==> config.mk <==
export PLATFORM = sky130hd
export DESIGN_NAME = pfd_limit
export DESIGN_NICKNAME = d
export VERILOG_FILES = /design/src/rtl/pfd_limit.sv
export SDC_FILE = /design/constraint.sdc
export NUM_CORES = 1
export LEC_CHECK = 0
export BUFFER_PORTS_ARGS = -buffer_cell sky130_fd_sc_hd__clkbuf_2
export CELL_PAD_IN_SITES_DETAIL_PLACEMENT = 1
export CELL_PAD_IN_SITES_GLOBAL_PLACEMENT = 1
export CORE_ASPECT_RATIO = 0.75
export CORE_UTILIZATION = 30
export DETAILED_ROUTE_END_ITERATION = 6
export PLACE_DENSITY = 0.66
export RECOVER_POWER = 50
export REMOVE_ABC_BUFFERS = 1
export SYNTH_ARGS = -nofsm -noshare
export SYNTH_HDL_FRONTEND = slang
export SYNTH_SLANG_ARGS = --single-unit
==> constraint.sdc <==
create_clock -name clk -period 4.7 [get_ports clk]
set_clock_uncertainty 0.2 [all_clocks]
set_input_delay 0.94 -clock clk [delete_from_list [all_inputs] [get_ports clk]]
set_output_delay 0.94 -clock clk [all_outputs]
set_load 0.02 [all_outputs]
==> src/rtl/pfd_limit.sv <==
module pfd_limit #(
  parameter int OVL_W = 4,
  parameter int PER_W = 12
) (
  input  logic             clk,
  input  logic             rst,
  input  logic             ref_in,
  input  logic             fb_in,
  input  logic [OVL_W-1:0] ovl_cfg,
  input  logic             lim_en,
  input  logic             lim_div8,
  output logic             up,
  output logic             dn,
  output logic             up_n,
  output logic             dn_n
);

  localparam logic [PER_W-1:0] PER_MAX = '1;

  logic             ref_q, fb_q;
  logic             up_st, dn_st;
  logic [OVL_W-1:0] ovl_cnt;
  logic [PER_W-1:0] per_cnt, per_len, up_cnt, lim_len;
  logic             ref_seen, per_ok, cut;

  wire ref_rise = ref_in & ~ref_q;
  wire fb_rise  = fb_in & ~fb_q;
  wire both     = up_st & dn_st;
  wire clear    = both && (ovl_cnt == ovl_cfg);

  always_ff @(posedge clk) begin
    if (rst) begin
      ref_q   <= 1'b0;
      fb_q    <= 1'b0;
      up_st   <= 1'b0;
      dn_st   <= 1'b0;
      ovl_cnt <= '0;
    end else begin
      ref_q <= ref_in;
      fb_q  <= fb_in;
      if (clear) begin
        up_st   <= 1'b0;
        dn_st   <= 1'b0;
        ovl_cnt <= '0;
      end else begin
        if (ref_rise) up_st <= 1'b1;
        if (fb_rise)  dn_st <= 1'b1;
        if (both)     ovl_cnt <= ovl_cnt + 1'b1;
      end
    end
  end

  always_ff @(posedge clk) begin
    if (rst) begin
      per_cnt  <= '0;
      per_len  <= '0;
      ref_seen <= 1'b0;
      per_ok   <= 1'b0;
    end else if (ref_rise) begin
      per_cnt  <= {{(PER_W-1){1'b0}}, 1'b1};
      ref_seen <= 1'b1;
      if (ref_seen) begin
        per_len <= per_cnt;
        per_ok  <= 1'b1;
      end
    end else if (per_cnt != PER_MAX) begin
      per_cnt <= per_cnt + 1'b1;
    end
  end

  always_ff @(posedge clk) begin
    if (rst || !up_st)         up_cnt <= '0;
    else if (up_cnt != PER_MAX) up_cnt <= up_cnt + 1'b1;
  end

  assign lim_len = lim_div8 ? (per_len >> 3) : (per_len >> 2);
  assign cut     = lim_en & per_ok & (up_cnt >= lim_len);

  assign up   = up_st & ~cut;
  assign dn   = dn_st;
  assign up_n = ~up;
  assign dn_n = ~dn;

  p_up_from_ref_r1: assert property (@(posedge clk) disable iff (rst)
    $rose(up_st) |-> $past(ref_in && !ref_q));

  p_dn_from_fb_r2: assert property (@(posedge clk) disable iff (rst)
    $rose(dn_st) |-> $past(fb_in && !fb_q));

  p_pair_clear_r3: assert property (@(posedge clk) disable iff (rst)
    $fell(dn_st) |-> ($fell(up_st) && $past(ovl_cnt == ovl_cfg)));

  p_cut_needs_limit_r5: assert property (@(posedge clk) disable iff (rst)
    (up_st && !up) |-> (lim_en && per_ok));

  p_dn_whole_r7: assert property (@(posedge clk) disable iff (rst)
    $fell(dn) |-> $past(up_st));

endmodule

# Yosys cells after proc, flatten, opt, wreduce, memory -nomap -nowiden
# Index checks and enable logic that the tools add are counted.
[word_totals]
regBits = 46
output_inout_bits = 4
in_bits = 10
[op_classes]
muxes = 3
n_lt_le_gt_ge = 1
n_addsub = 3
n_bitwise = 11
n_reduce_logical = 7
n_eq_ne = 3
[op_table]
columns = ["op", "count"]
rows = [
  ["12-bit by 1-bit adder with 12-bit output (second input constant)", 2],
  ["12-bit != test (second input constant)", 2],
  ["12-bit by 10-bit >= comparator with 1-bit output", 1],
  ["10-bit 2-to-1 mux", 1],
  ["1-bit bitwise AND", 6],
  ["1-bit NOT", 5],
  ["4-bit by 1-bit adder with 4-bit output (second input constant)", 1],
  ["4-bit == test", 1],
  ["2-bit OR reduction", 2],
  ["1-bit 2-to-1 mux", 2],
  ["2-bit AND reduction", 1],
  ["2-bit nonzero test", 1],
  ["1-bit logical AND", 1],
  ["1-bit zero test", 1],
  ["1-bit logical OR", 1],
]

# Longest topological paths before layout
[logic_depth]
ltp_word = 6
ltp_mapped = 7
depth_no_buf = 6

# Worst setup path after synthesis
# No wires, ideal clock.
[synth_path]
path_type = "input to output"
startpoint = "input port lim_div8"
endpoint = "output port up_n"
t_required_ns = 3.560
cell_stages = 6
arrival_time_ns = 3.082
slack_ns = 0.478
path_cell_list = "clkbuf_1 > mux2i_1 > ha_1 > nand4_1 > or3_1 > o311ai_0"
[synth_between]
elab_chain_len = 6
[synth_lines]
columns = ["item", "line_no", "source"]
rows = [
  ["start, declared", "11", "input logic lim_div8,"],
  ["10-bit 2-to-1 mux", "76", "assign lim_len = lim_div8 ? (per_len >> 3) : (per_len >> 2);"],
  ["12-bit by 10-bit >= comparator with 1-bit output", "77", "assign cut = lim_en & per_ok & (up_cnt >= lim_len);"],
  ["1-bit bitwise AND", "77", ""],
  ["1-bit NOT", "79", "assign up = up_st & ~cut;"],
  ["1-bit bitwise AND", "79", ""],
  ["1-bit NOT", "81", "assign up_n = ~up;"],
  ["end, declared", "14", "output logic up_n,"],
]
# No other way between the ends.

# Worst setup path after layout
# Same ends and word-level chain as after synthesis.

==> qor.csv <==
stage;metric;value;unit
sta;tightest_slew;0.906;ns
worst_setup_path;cp.buffers_inverters;2;
worst_setup_path;critPathMaxFanout;10;
sta;max_freq;0.256;GHz
sta;tns;0;ns
worst_setup_path;cp.depth;8;
run_status;status;finished, final reports clean;
sta;period_share;0.830;
power_and_ir_drop;leakagePower;0.000873;uW
sta;setup_viol;0;
worst_setup_path;worstPathRequired;3.56;ns
clock_network;cts_tree;done;
finish;final_area;2470;sq um
routing;drtAntennaViolNets;0;
worst_setup_path;critPathSlowestCell;ha_1;
die;rows;26;
yosys;synth-edff-count;0;
routing;drtIter0Drc;33;
power_and_ir_drop;ir_drop;0.110;mV
clock_network;clkTransAtPathRegs;0.09;ns
sta;final-max-slew-violation-count;0;
worst_setup_path;crit_path_max_incr_delay;0.28;ns
clock_network;root_buffer;clkbuf_8;
worst_setup_path;reg2regPathDepth;5;
die;die-area;7730;sq um
power_and_ir_drop;seqPwrFrac;0.536;
finish;drive_gt1_frac;0.0899;
place;port_buffers;13;
power_and_ir_drop;switching_share;0.238;
clock_network;cts_buffers;5;
yosys;ys_types;37;
global_route;grt_usage;0.144;
die;core_area;6960;sq um
routing;routedWlPerCell;13.8;um
power_and_ir_drop;p_comb_frac;0.057;
sta;hold_viol;0;
worst_setup_path;critPathCapture;up_n;
place;hpwl;3810;um
die;ioPinCount;14;
clock_network;cts_max_level;2;
clock_network;postCtsSetupRepairBufs;0;
yosys;synth.avg_cell_area;8.68;sq um
routing;route.detailed.drc;0;
yosys;yosys.area.top_type;dfxtp_1;
power_and_ir_drop;p_clk_frac;0.407;
yosys;ys_warn_count;0;
yosys;synth_area_leaders;dfxtp_1 (40%), ha_1 (7.3%), a21oi_1 (6.3%), nand3_1 (5.4%), mux2i_1 (4.5%);
yosys;synthCells;255;
worst_setup_path;cp_cell_sequence;clkbuf_2 -> mux2i_1 -> ha_1 -> a211oi_1 -> o21ai_0 -> o211ai_1 -> o311ai_0 -> clkbuf_2;
finish;stdcell_count;365;
sta;relSlewSlack;0.396;
die;die_y;76.4;um
routing;routed_wl;5040;um
worst_setup_path;r2r_end;up_cnt[1];
worst_setup_path;rr_startpoint;up_cnt[1];
die;die_x;101;um
clock_network;cts.sink_count;44;
sta;rsz0062_at_grt;false;
die;start_util;0.318;
power_and_ir_drop;p_int;553;uW
worst_setup_path;critPathArrivalTime;2.76;ns
yosys;synthesis.area;2210;sq um
yosys;yosysTopAreaCellShare;0.398;
clock_network;cts_resized;0;
worst_setup_path;cp_top_family;compound AO/OA/AOI/OAI gates;
sta;finalCriticalPeriod;3.90;ns
power_and_ir_drop;switching_power;172;uW
yosys;synth_seq_cells;44;
global_route;antenna_found_initial;0;
finish;synthToLayoutAreaGrowth;11.7;%
worst_setup_path;path_class;input port to output pin;
clock_network;cts_buffer_depth;2;
place;place_congestion;0.747;
routing;num_vias;1894;
finish;nets;289;
yosys;async_flop_share;0;
finish;antennaDiodeCount;0;
place;placed_cell_area;2370;sq um
global_route;grt_max_degree;21;
power_and_ir_drop;power.density;293;nW/um^2
worst_hold_path;hold_class;register to register;
routing;routed_via_density;5.19;
yosys;synth_ff_type;dfxtp_1;
global_route;grt_pass1_wl;8890;um
place;dp.cells;357;
clock_network;insertion_delay;0.30;ns
clock_network;cts_hold_buffers;0;
finish;post-route-util;0.355;
worst_setup_path;worstSetupStartpoint;lim_div8;
yosys;synth_seq_area_share;0.398;
run;max_cap_violations;0;
routing;dr.pass1.iters;4;
worst_setup_path;r2r_slack;2.59;ns
global_route;grt_overflow_total;0;
worst_setup_path;crit_path_frequent_cell;clkbuf_2;
worst_setup_path;start_kind;input port;
worst_setup_path;worst_setup_path_end_kind;output pin;
global_route;grt_pass1_vias;1852;
-- routing by layer --
| layer | track usage | part of all wire |
|---|---|---|
| met5 | 0 | 0 |
| met4 | 0.0348 | 0.0071 |
| met3 | 0.0330 | 0.030 |
| met2 | 0.205 | 0.41 |
| met1 | 0.215 | 0.55 |
-- metrics by stage --
stage	worst slack [ns]	hold WS, ns	power [uW]
after floorplan	0.922	0.228	420
final	0.798	0.259	725
after CTS	0.801	0.264	735
after global placement	0.845	0.258	440
after global routing	0.648	0.284	756
after detailed placement	0.812	0.251	440
-- synthesized netlist by cell type, types with 2 or more instances --
cell and n:
dfxtp_1 44, a21oi_1 28, nand3_1 24, nor2_1 18
nand2_1 15, ha_1 13, o21ai_0 13, mux2i_1 10
clkbuf_1 8, nand4_1 8, or3_1 8, xor2_1 7
xnor2_1 6, a31oi_1 5, inv_1 5, nor3_1 5
and3_1 4, nor2b_1 4, a211oi_1 3, and4_1 3
nand2b_1 3, a41o_1 2, nor3_2 2, nor3b_1 2
nor4_1 2, o311a_1 2
-- worst min-delay path by stage --
stage	startpoint	to	slack [ns]	cells past startpoint
2_1_floorplan	per_len[2]	per_len[2]	0.23	2
3_3_place_gp	per_len[2]	per_len[2]	0.26	2
3_5_place_dp	per_len[2]	per_len[2]	0.25	2
4_1_cts	per_len[2]	per_len[2]	0.26	2
5_1_grt	per_len[2]	per_len[2]	0.28	2
6_report	per_len[2]	per_len[2]	0.26	2
-- power by group through the flow --
stage,Sequential [uW],Clock (uW),Combinational [uW]
final,388,295,41.6
after global placement,397,0,42.3
after global routing,390,318,47.2
after detailed placement,397,0,43.0
after floorplan,395,0,24.5
after CTS,389,303,43.3
-- cell type report --
cell class / count / area [sq um]
repair buffers: 14 / 67.6
well taps: 98 / 123
inverters: 5 / 18.8
clock buffers: 6 / 72.6
flip-flops and latches: 44 / 881
clock inverters: 2 / 35.0
multi-input cells: 196 / 1270
fillers: 861 / 4490
-- cells by family after synthesis --
| logic type | after synthesis | share of synthesized area |
|---|---|---|
| compound gates | 59 | 0.157 |
| xor+xnor | 13 | 0.0514 |
| fa+ha+maj | 13 | 0.0735 |
| buf+inv | 15 | 0.0260 |
| flops | 44 | 0.398 |
| mux | 11 | 0.0503 |
| simple gates | 100 | 0.244 |
-- cell usage in the layout, fill, tap and decap left out, drive strengths merged, types with 8 or more instances in the layout --
cell type,netlist,final
ha,13,13
o21ai,13,13
nand3,24,24
nand2,15,15
dfxtp,44,44
nor2,18,18
mux2i,10,10
a21oi,28,28
clkbuf,8,20
or3,8,8
nand4,9,9
-- worst reg2reg max path, stage by stage, from the launching register on --
cell,delay (ns)
dfxtp_1,0.48
ha_1,0.36
nand3_1,0.15
nor3_2,0.50
mux2i_1,0.25
nor2_1,0.05
-- flip-flops by register name (all words and copies together), names as in the netlist --
signal and cells:
per_ok 1, up_st 1, dn 1, ovl_cnt 4
per_len 10, up_cnt 12, per_cnt 12, ref_q 1
ref_seen 1, fb_q 1
(Power assumes the default switching activity.)
